File: config.mk
export PLATFORM = sky130hd
export DESIGN_NAME = crctl_flush
export DESIGN_NICKNAME = d
export VERILOG_FILES = /design/src/rtl/crctl_pkg.sv /design/src/rtl/crctl_sel.sv /design/src/rtl/crctl_reg.sv /design/src/rtl/crctl_arb.sv /design/src/rtl/crctl_pulse.sv /design/src/rtl/crctl_flush.sv
export SDC_FILE = /design/constraint.sdc
export NUM_CORES = 1
export LEC_CHECK = 0
export ABC_AREA = 1
export BUFFER_PORTS_ARGS = -buffer_cell sky130_fd_sc_hd__buf_2
export CORE_MARGIN = 4
export CORE_UTILIZATION = 53
export CTS_CLUSTER_SIZE = 30
export DETAILED_ROUTE_END_ITERATION = 7
export PLACE_DENSITY = 0.93
export SLEW_MARGIN = 20
export SYNTH_ARGS = -nofsm -noshare
export SYNTH_HDL_FRONTEND = slang
export SYNTH_SLANG_ARGS = --single-unit
File: constraint.sdc
create_clock -name clk -period 2.1 [get_ports clk]
set_input_delay 0.315 -clock clk [delete_from_list [all_inputs] [get_ports clk]]
set_output_delay 0.315 -clock clk [all_outputs]
set_load 0.05 [all_outputs]
File: src/rtl/crctl_pkg.sv
package crctl_pkg;

   localparam int unsigned SEL_W = 4;

   localparam logic [SEL_W-1:0] SEL_MODE  = 4'd0;
   localparam logic [SEL_W-1:0] SEL_FAULT = 4'd2;
   localparam logic [SEL_W-1:0] SEL_ROOT  = 4'd3;
   localparam logic [SEL_W-1:0] SEL_FEAT  = 4'd4;
   localparam logic [SEL_W-1:0] SEL_PRIO  = 4'd8;

   typedef enum logic [1:0] {
      FL_NONE      = 2'd0,
      FL_NONGLOBAL = 2'd1,
      FL_ALL       = 2'd2
   } flush_kind_e;

endpackage

File: src/rtl/crctl_sel.sv
module crctl_sel
   import crctl_pkg::*;
(
   input  logic             wr_en,
   input  logic [SEL_W-1:0] wr_sel,
   output logic             we_mode,
   output logic             we_root,
   output logic             we_feat
);

   always_comb begin
      we_mode = 1'b0;
      we_root = 1'b0;
      we_feat = 1'b0;
      if (wr_en) begin
         unique case (wr_sel)
            SEL_MODE: we_mode = 1'b1;
            SEL_ROOT: we_root = 1'b1;
            SEL_FEAT: we_feat = 1'b1;
            default: ;
         endcase
      end
   end

endmodule

File: src/rtl/crctl_reg.sv
module crctl_reg #(
   parameter int unsigned     DW     = 32,
   parameter logic [DW-1:0]   RST    = '0,
   parameter logic [DW-1:0]   FORCE1 = '0,
   parameter logic [DW-1:0]   WATCH  = '0
) (
   input  logic          clk,
   input  logic          rst_n,
   input  logic          we,
   input  logic [DW-1:0] d,
   output logic [DW-1:0] q,
   output logic          changed
);

   localparam logic [DW-1:0] RST_EFF   = RST | FORCE1;
   localparam bit            ANY_WRITE = (WATCH == '0);

   logic [DW-1:0] q_r;

   for (genvar b = 0; b < DW; b++) begin : g_bit
      if (FORCE1[b]) begin : g_fixed
         always_ff @(posedge clk or negedge rst_n) begin
            if (!rst_n)  q_r[b] <= RST_EFF[b];
            else if (we) q_r[b] <= 1'b1;
         end
      end else begin : g_plain
         always_ff @(posedge clk or negedge rst_n) begin
            if (!rst_n)  q_r[b] <= RST_EFF[b];
            else if (we) q_r[b] <= d[b];
         end
      end
   end

   assign q = q_r;

   if (ANY_WRITE) begin : g_any
      assign changed = we;
   end else begin : g_xor
      assign changed = we && (|((q_r ^ d) & WATCH));
   end

endmodule

File: src/rtl/crctl_arb.sv
module crctl_arb
   import crctl_pkg::*;
(
   input  logic        chg_mode,
   input  logic        chg_feat,
   input  logic        chg_root,
   output flush_kind_e kind
);

   always_comb begin
      if (chg_mode || chg_feat) kind = FL_ALL;
      else if (chg_root)        kind = FL_NONGLOBAL;
      else                      kind = FL_NONE;
   end

endmodule

File: src/rtl/crctl_pulse.sv
module crctl_pulse
   import crctl_pkg::*;
#(
   parameter int unsigned NTLB      = 2,
   parameter bit          REPLICATE = 1'b1
) (
   input  logic            clk,
   input  logic            rst_n,
   input  flush_kind_e     kind,
   output logic [NTLB-1:0] flush_all,
   output logic [NTLB-1:0] flush_ng
);

   if (REPLICATE) begin : g_rep
      for (genvar t = 0; t < NTLB; t++) begin : g_tlb
         logic all_r, ng_r;
         always_ff @(posedge clk or negedge rst_n) begin
            if (!rst_n) begin
               all_r <= 1'b0;
               ng_r  <= 1'b0;
            end else begin
               all_r <= (kind == FL_ALL);
               ng_r  <= (kind == FL_NONGLOBAL);
            end
         end
         assign flush_all[t] = all_r;
         assign flush_ng[t]  = ng_r;
      end
   end else begin : g_shared
      flush_kind_e kind_r;
      always_ff @(posedge clk or negedge rst_n) begin
         if (!rst_n) kind_r <= FL_NONE;
         else        kind_r <= kind;
      end
      assign flush_all = {NTLB{kind_r == FL_ALL}};
      assign flush_ng  = {NTLB{kind_r == FL_NONGLOBAL}};
   end

endmodule

File: src/rtl/crctl_flush.sv
module crctl_flush
   import crctl_pkg::*;
#(
   parameter int unsigned   DW        = 32,
   parameter int unsigned   NTLB      = 2,
   parameter int unsigned   PG_BIT    = 31,
   parameter int unsigned   ET_BIT    = 4,
   parameter int unsigned   PSE_BIT   = 4,
   parameter int unsigned   PAE_BIT   = 5,
   parameter int unsigned   PGE_BIT   = 7,
   parameter bit            REPLICATE = 1'b1,
   parameter logic [DW-1:0] MODE_RST  = 32'h0000_0010
) (
   input  logic             clk,
   input  logic             rst_n,
   input  logic             wr_en,
   input  logic [SEL_W-1:0] wr_sel,
   input  logic [DW-1:0]    wr_data,
   output logic [DW-1:0]    mode_q,
   output logic [DW-1:0]    root_q,
   output logic [DW-1:0]    feat_q,
   output logic [NTLB-1:0]  flush_all,
   output logic [NTLB-1:0]  flush_ng
);

   localparam logic [DW-1:0] ONE        = {{(DW-1){1'b0}}, 1'b1};
   localparam logic [DW-1:0] MODE_WATCH = ONE << PG_BIT;
   localparam logic [DW-1:0] MODE_FIX   = ONE << ET_BIT;
   localparam logic [DW-1:0] FEAT_WATCH = (ONE << PSE_BIT) | (ONE << PAE_BIT) | (ONE << PGE_BIT);

   if (PG_BIT >= DW || ET_BIT >= DW || PSE_BIT >= DW || PAE_BIT >= DW || PGE_BIT >= DW) begin : g_bad_bit
      $error("crctl_flush: a bit position lies outside the data width");
   end
   if (NTLB < 1) begin : g_bad_ntlb
      $error("crctl_flush: at least one cache output is needed");
   end
   if (PG_BIT == ET_BIT) begin : g_bad_mode
      $error("crctl_flush: the watched mode bit must not be the forced bit");
   end

   logic we_mode, we_root, we_feat;
   logic chg_mode, chg_root, chg_feat;
   flush_kind_e kind;

   crctl_sel u_sel (
      .wr_en   (wr_en),
      .wr_sel  (wr_sel),
      .we_mode (we_mode),
      .we_root (we_root),
      .we_feat (we_feat)
   );

   crctl_reg #(.DW(DW), .RST(MODE_RST), .FORCE1(MODE_FIX), .WATCH(MODE_WATCH)) u_mode (
      .clk(clk), .rst_n(rst_n), .we(we_mode), .d(wr_data), .q(mode_q), .changed(chg_mode)
   );

   crctl_reg #(.DW(DW), .RST('0), .FORCE1('0), .WATCH('0)) u_root (
      .clk(clk), .rst_n(rst_n), .we(we_root), .d(wr_data), .q(root_q), .changed(chg_root)
   );

   crctl_reg #(.DW(DW), .RST('0), .FORCE1('0), .WATCH(FEAT_WATCH)) u_feat (
      .clk(clk), .rst_n(rst_n), .we(we_feat), .d(wr_data), .q(feat_q), .changed(chg_feat)
   );

   crctl_arb u_arb (
      .chg_mode (chg_mode),
      .chg_feat (chg_feat),
      .chg_root (chg_root),
      .kind     (kind)
   );

   crctl_pulse #(.NTLB(NTLB), .REPLICATE(REPLICATE)) u_pulse (
      .clk       (clk),
      .rst_n     (rst_n),
      .kind      (kind),
      .flush_all (flush_all),
      .flush_ng  (flush_ng)
   );

endmodule

# After elaboration in Yosys (flattened, before gate mapping)
# Cells that the tools add are included.
[op_classes]
div = 0
eq_ne = 4
bitwise_logic = 2
n_reduce_logical = 5
shift = 0
addsub = 0
mul = 0
magnitude_cmp = 0
mux = 8
[ops]
columns = ["op", "n"]
rows = [
  ["32-bit XOR", 1],
  ["8-bit XOR", 1],
  ["1-bit two-way mux", 7],
  ["4-bit by 2-bit equality test with 1-bit output (second input constant)", 1],
  ["4-bit by 3-bit equality test with 1-bit output (second input constant)", 1],
  ["4-bit logical NOT", 1],
  ["3-bit OR reduction", 1],
  ["2-bit by 1-bit equality test with 1-bit output (second input constant)", 1],
  ["2-bit equality test (second input constant)", 1],
  ["1-bit logical AND", 2],
  ["2-bit two-way mux", 1],
  ["1-bit logical OR", 1],
]
[word_totals]
latchBits = 0
mem_count = 0
romBits = 0
elab_cells = 116
regBits = 97
output_inout_bits = 100
ramBits = 0
input_bits = 39

# Logic depth before layout (Yosys ltp)
[logic_depth]
ltp_word = 7
depth_mapped = 7
ltp_nobuf = 6

# By module
# Synthesis repeated with hierarchy kept, for this count alone.
[unflattened]
hier_cells = 446
area_unflattened_um2 = 4134.0
[by_module_without_submodules]
columns = ["mod", "instances", "seq_area_each_um2", "area_per_inst_um2", "cells_per_inst"]
rows = [
  ["crctl_reg (u_mode)", 1, 775.7, 1387.6, 137],
  ["crctl_reg (u_root)", 1, 800.8, 1300.0, 137],
  ["crctl_reg (u_feat)", 1, 800.8, 1288.7, 147],
  ["crctl_pulse", 1, 50.0, 95.1, 10],
  ["crctl_sel", 1, 0.0, 38.8, 10],
  ["crctl_arb", 1, 0.0, 23.8, 5],
]

# Least setup slack after synthesis
# OpenSTA, ideal clock, no wires.
[synth_timing]
kind = "input to register"
start = "input wr_en"
end = "register u_root.q_r[17], in the netlist u_root.q[17]"
path_stages = 7
setup_ns = 0.130
required_ns = 1.970
path_buffers = 2
slack_ns = 1.004
arrival_time_ns = 0.966
path_cell_list = "inv_1 nor2_4 nand4_1 buf_4 buf_6 nand2_1 o21ai_1"
[synth_between]
elab_chain_len = 1
[synth_lines]
columns = ["item", "line_no", "rtl"]
rows = [
  ["start, declared", "crctl_flush.sv:16", "input logic wr_en,"],
  ["1-bit two-way mux", "crctl_sel.sv:15", "if (wr_en) begin"],
  ["end signal, assigned by index", "crctl_reg.sv:28", "if (!rst_n) q_r[b] <= RST_EFF[b];"],
  ["end signal, assigned by index", "crctl_reg.sv:29", "else if (we) q_r[b] <= d[b];"],
  ["end, declared", "crctl_reg.sv:18", "logic [DW-1:0] q_r;"],
]
# No other way between the ends.
# A chain may end at the register's enable or synchronous reset.

# Final worst setup path
[layout_timing]
start = "register u_feat.q_r[7], in the netlist u_feat.q[7]"
end = "output feat_q[7]"
[layout_lines]
columns = ["item", "line_no", "rtl"]
rows = [
  ["start, declared", "crctl_reg.sv:18", ""],
  ["start signal, assigned by index", "crctl_reg.sv:28", ""],
  ["start signal, assigned by index", "crctl_reg.sv:29", ""],
  ["end, declared", "crctl_flush.sv:21", "output logic [DW-1:0] feat_q,"],
]
# No word-level cell between the ends.

==> metrics.md <==
| Metric | Value |
|---|---|
| Slowest CP cell | `dfrtp_1` |
| Max Cap Violations | `0` |
| Vias/cell | `4.875` |
| Leak Pwr | `0.002684 uW` |
| DRT iter0 DRCs | `149` |
| Resize count post-CTS | `0` |
| Final Power | `6099 uW` |
| Crit-path leading delay family | `flip-flops` |
| Initial Util | `0.5569` |
| Sw Ratio | `0.4391` |
| Setup_tns | `0 ns` |
| Worst-margin pin slew | `0.5512 ns` |
| Critical Path, Cell by Cell | `buf_2` |
| Post-DRT Antenna Nets | `0` |
| Clock Path Buffers | `2` |
| RePlAce Congestion | `0.7488` |
| Io pins | `139` |
| Input/output buffers | `137` |
| Initial antenna violation count | `0` |
| Clock sinks | `97` |
| Synth top area share | `0.6276` |
| Wire per inst | `13.95 um` |
| NetSw | `2678 uW` |
| Vias in the first global route | `2904` |
| Fmax | `0.7324 GHz` |
| GR Overflow Total | `0` |
| Clock Skew | `0.001991 ns` |
| Cell variety after synth | `18` |
| Final core occ | `0.6903` |
| Rows | `30` |
| Int Pwr | `3421 uW` |
| Non-Filler Instances | `598` |
| Warning count from the yosys run | `0` |
| Die Ht | `93.43 um` |
| GRT Util Overall | `0.1990` |
| Pwr Density | `1272 nW/um2` |
| Core footprint | `6944 um2` |
| Synthesized Nets | `407` |
| Final setup fails | `0` |
| Combinational power share | `0.385` |
| Placed wire-length estimate | `6017 um` |
| CTS tree | `done` |
| Setup Fix Bufs, Post-CTS | `0` |
| Placed Instance Area | `4566 um2` |
| CP arrival | `1.05 ns` |
| Commonest non-fill, non-tap cells in the layout | `buf_2, nand2_1, dfrtp_1` |
| Fin. Hold Viols | `0` |
| Crit end category | `output pin` |
| Clk_lat worst skew | `0.34 ns` |
| Total wire length | `8342 um` |
| Worst Path Required | `1.78 ns` |
| Reg power frac | `0.402` |
| Minimum clock period | `1.365 ns` |
| Mapped Area | `3867 um2` |
| Die area | `8728 um2` |
| First-pass GRT wire length | `13840 um` |
| Final instance area | `4793 um2` |
| Residual DRC count | `0` |
| Worst hold path type | `input pin to register` |
| Post-Syn Instances | `368` |
| Avg Cell Area, Syn | `10.51 um2` |
| CTS Buf Count | `9` |
| Seq/Total Area, Yosys | `0.6276` |
| Unrepaired setup endpoints after global routing | `no` |
| Diode count | `0` |
| Placed Cells | `581` |
| Worst VDD drop | `662.7 uV` |
| Fin crit share | `0.6502` |
| Largest net degree at the start of global routing | `66` |
| Synth top area cells | `dfrtp_1, nand2_1, o21ai_2, o21ai_1, inv_1` |
| Area added between synthesis and finish | `23.94%` |
| Clock root buffer | `clkbuf_8` |
| DR pass1 iterations | `4` |
| Most common library cell in the layout ignoring fill and taps | `buf_2` |
| Max-slew violations | `0` |
| CP Class | `register to output pin` |
| Max transition margin | `0.6325` |
| Crit-path max FO | `4` |
| Vias | `2915` |
| Clock Pin Slew Worst Setup and Hold Paths | `0.09 ns` |
| Synthesis-stage register bit count | `97` |
| Slowest stage delay, CP | `0.42 ns` |
| Dominant cell type by area after synthesis | `dfrtp_1` |
| Startpoint types | `register` |
| H-tree depth | `3` |
| Status | `completed` |
| Layout cells sized above 1 | `0.4084` |
| Clock Power Share | `0.212` |
| WP buf/inv | `1` |
| Die W | `93.43 um` |
| # nets final | `536` |
-- sequential cells by signal, indices dropped and copies added, names as in the netlist --
signal,count
u_feat.q,32
u_root.q,32
u_mode.q,31
u_pulse.g_rep.g_tlb.all_r,1
u_pulse.g_rep.g_tlb.ng_r,1
-- cells by family (layout without fill, tap and decap cells) --
logic type      Yosys count  after routing  synth area share
simple gates            110            110            0.1129
flops                    97             97            0.6276
buf+inv                  63            197           0.08929
xor+xnor                  2              2          0.004530
other cells               1              1         0.0009696
compound gates           95             95            0.1647
-- Yosys cell counts (all sizes together) --
cell    number
o21ai       95
nand3        3
or2          1
clkbuf       2
nor2         2
nand2      103
buf         23
conb         1
inv         38
xnor2        2
nand4        1
dfrtp       97
-- metal layers --
metal / track usage / wire length, um
met1: 0.2637 / 3511
met2: 0.3258 / 4159
met3: 0.04666 / 591
met4: 0.06105 / 78
met5: 0 / 0
-- power by group through the flow --
stage	logic, uW	clock network, uW	registers (uW)
global placement	2320	0	2470
global route	2480	1420	2500
detailed placement	2370	0	2490
floorplan	443	0	3800
CTS	2380	1330	2450
finish	2350	1290	2450
-- metrics by stage --
stage	hold slack [ns]	setup WS, ns
2_1_floorplan	0.01941	1.004
6_report	0.2532	0.7346
5_1_grt	0.2490	0.6929
4_1_cts	0.2374	0.7269
3_5_place_dp	0.3511	0.8224
3_3_place_gp	0.3289	0.8670
-- final timing paths --
check                        startpoint                      endpoint  slack (ns)  cells after the start
setup / recovery            u_feat.q[7]                     feat_q[7]        0.73                      1
hold / removal              wr_data[23]                  u_feat.q[23]        0.25                      3
setup reg to reg           u_mode.q[31]  u_pulse.g_rep.g_tlb[0].all_r        1.22                      3
hold reg to reg            u_feat.q[10]                  u_feat.q[10]        0.48                      2
max in group asynchronous         rst_n                   u_mode.q[3]        0.98                      3
min in group asynchronous         rst_n                  u_feat.q[10]        0.48                      2
-- layout make-up --
type | instances | area [um2]
flip-flops and latches | 97 | 2427
clock buffers | 9 | 123.9
fillers | 508 | 2151
repair buffers | 143 | 785.8
well taps | 96 | 120.1
multi-input cells | 208 | 1100
clock inverters | 7 | 93.84
inverters | 38 | 142.6
-- timing repair --
action	in CTS	in global routing
endpoints found under the hold margin	42	0
hold buffers	1	0
endpoints found under the setup margin	0	0
-- worst reg2reg max path, stage by stage, from the launching register on --
cell and delay, ns:
dfrtp_1 0.42, xnor2_1 0.13, or2_0 0.22, nand2_1 0.07
Power figures use the tool's default switching activity.
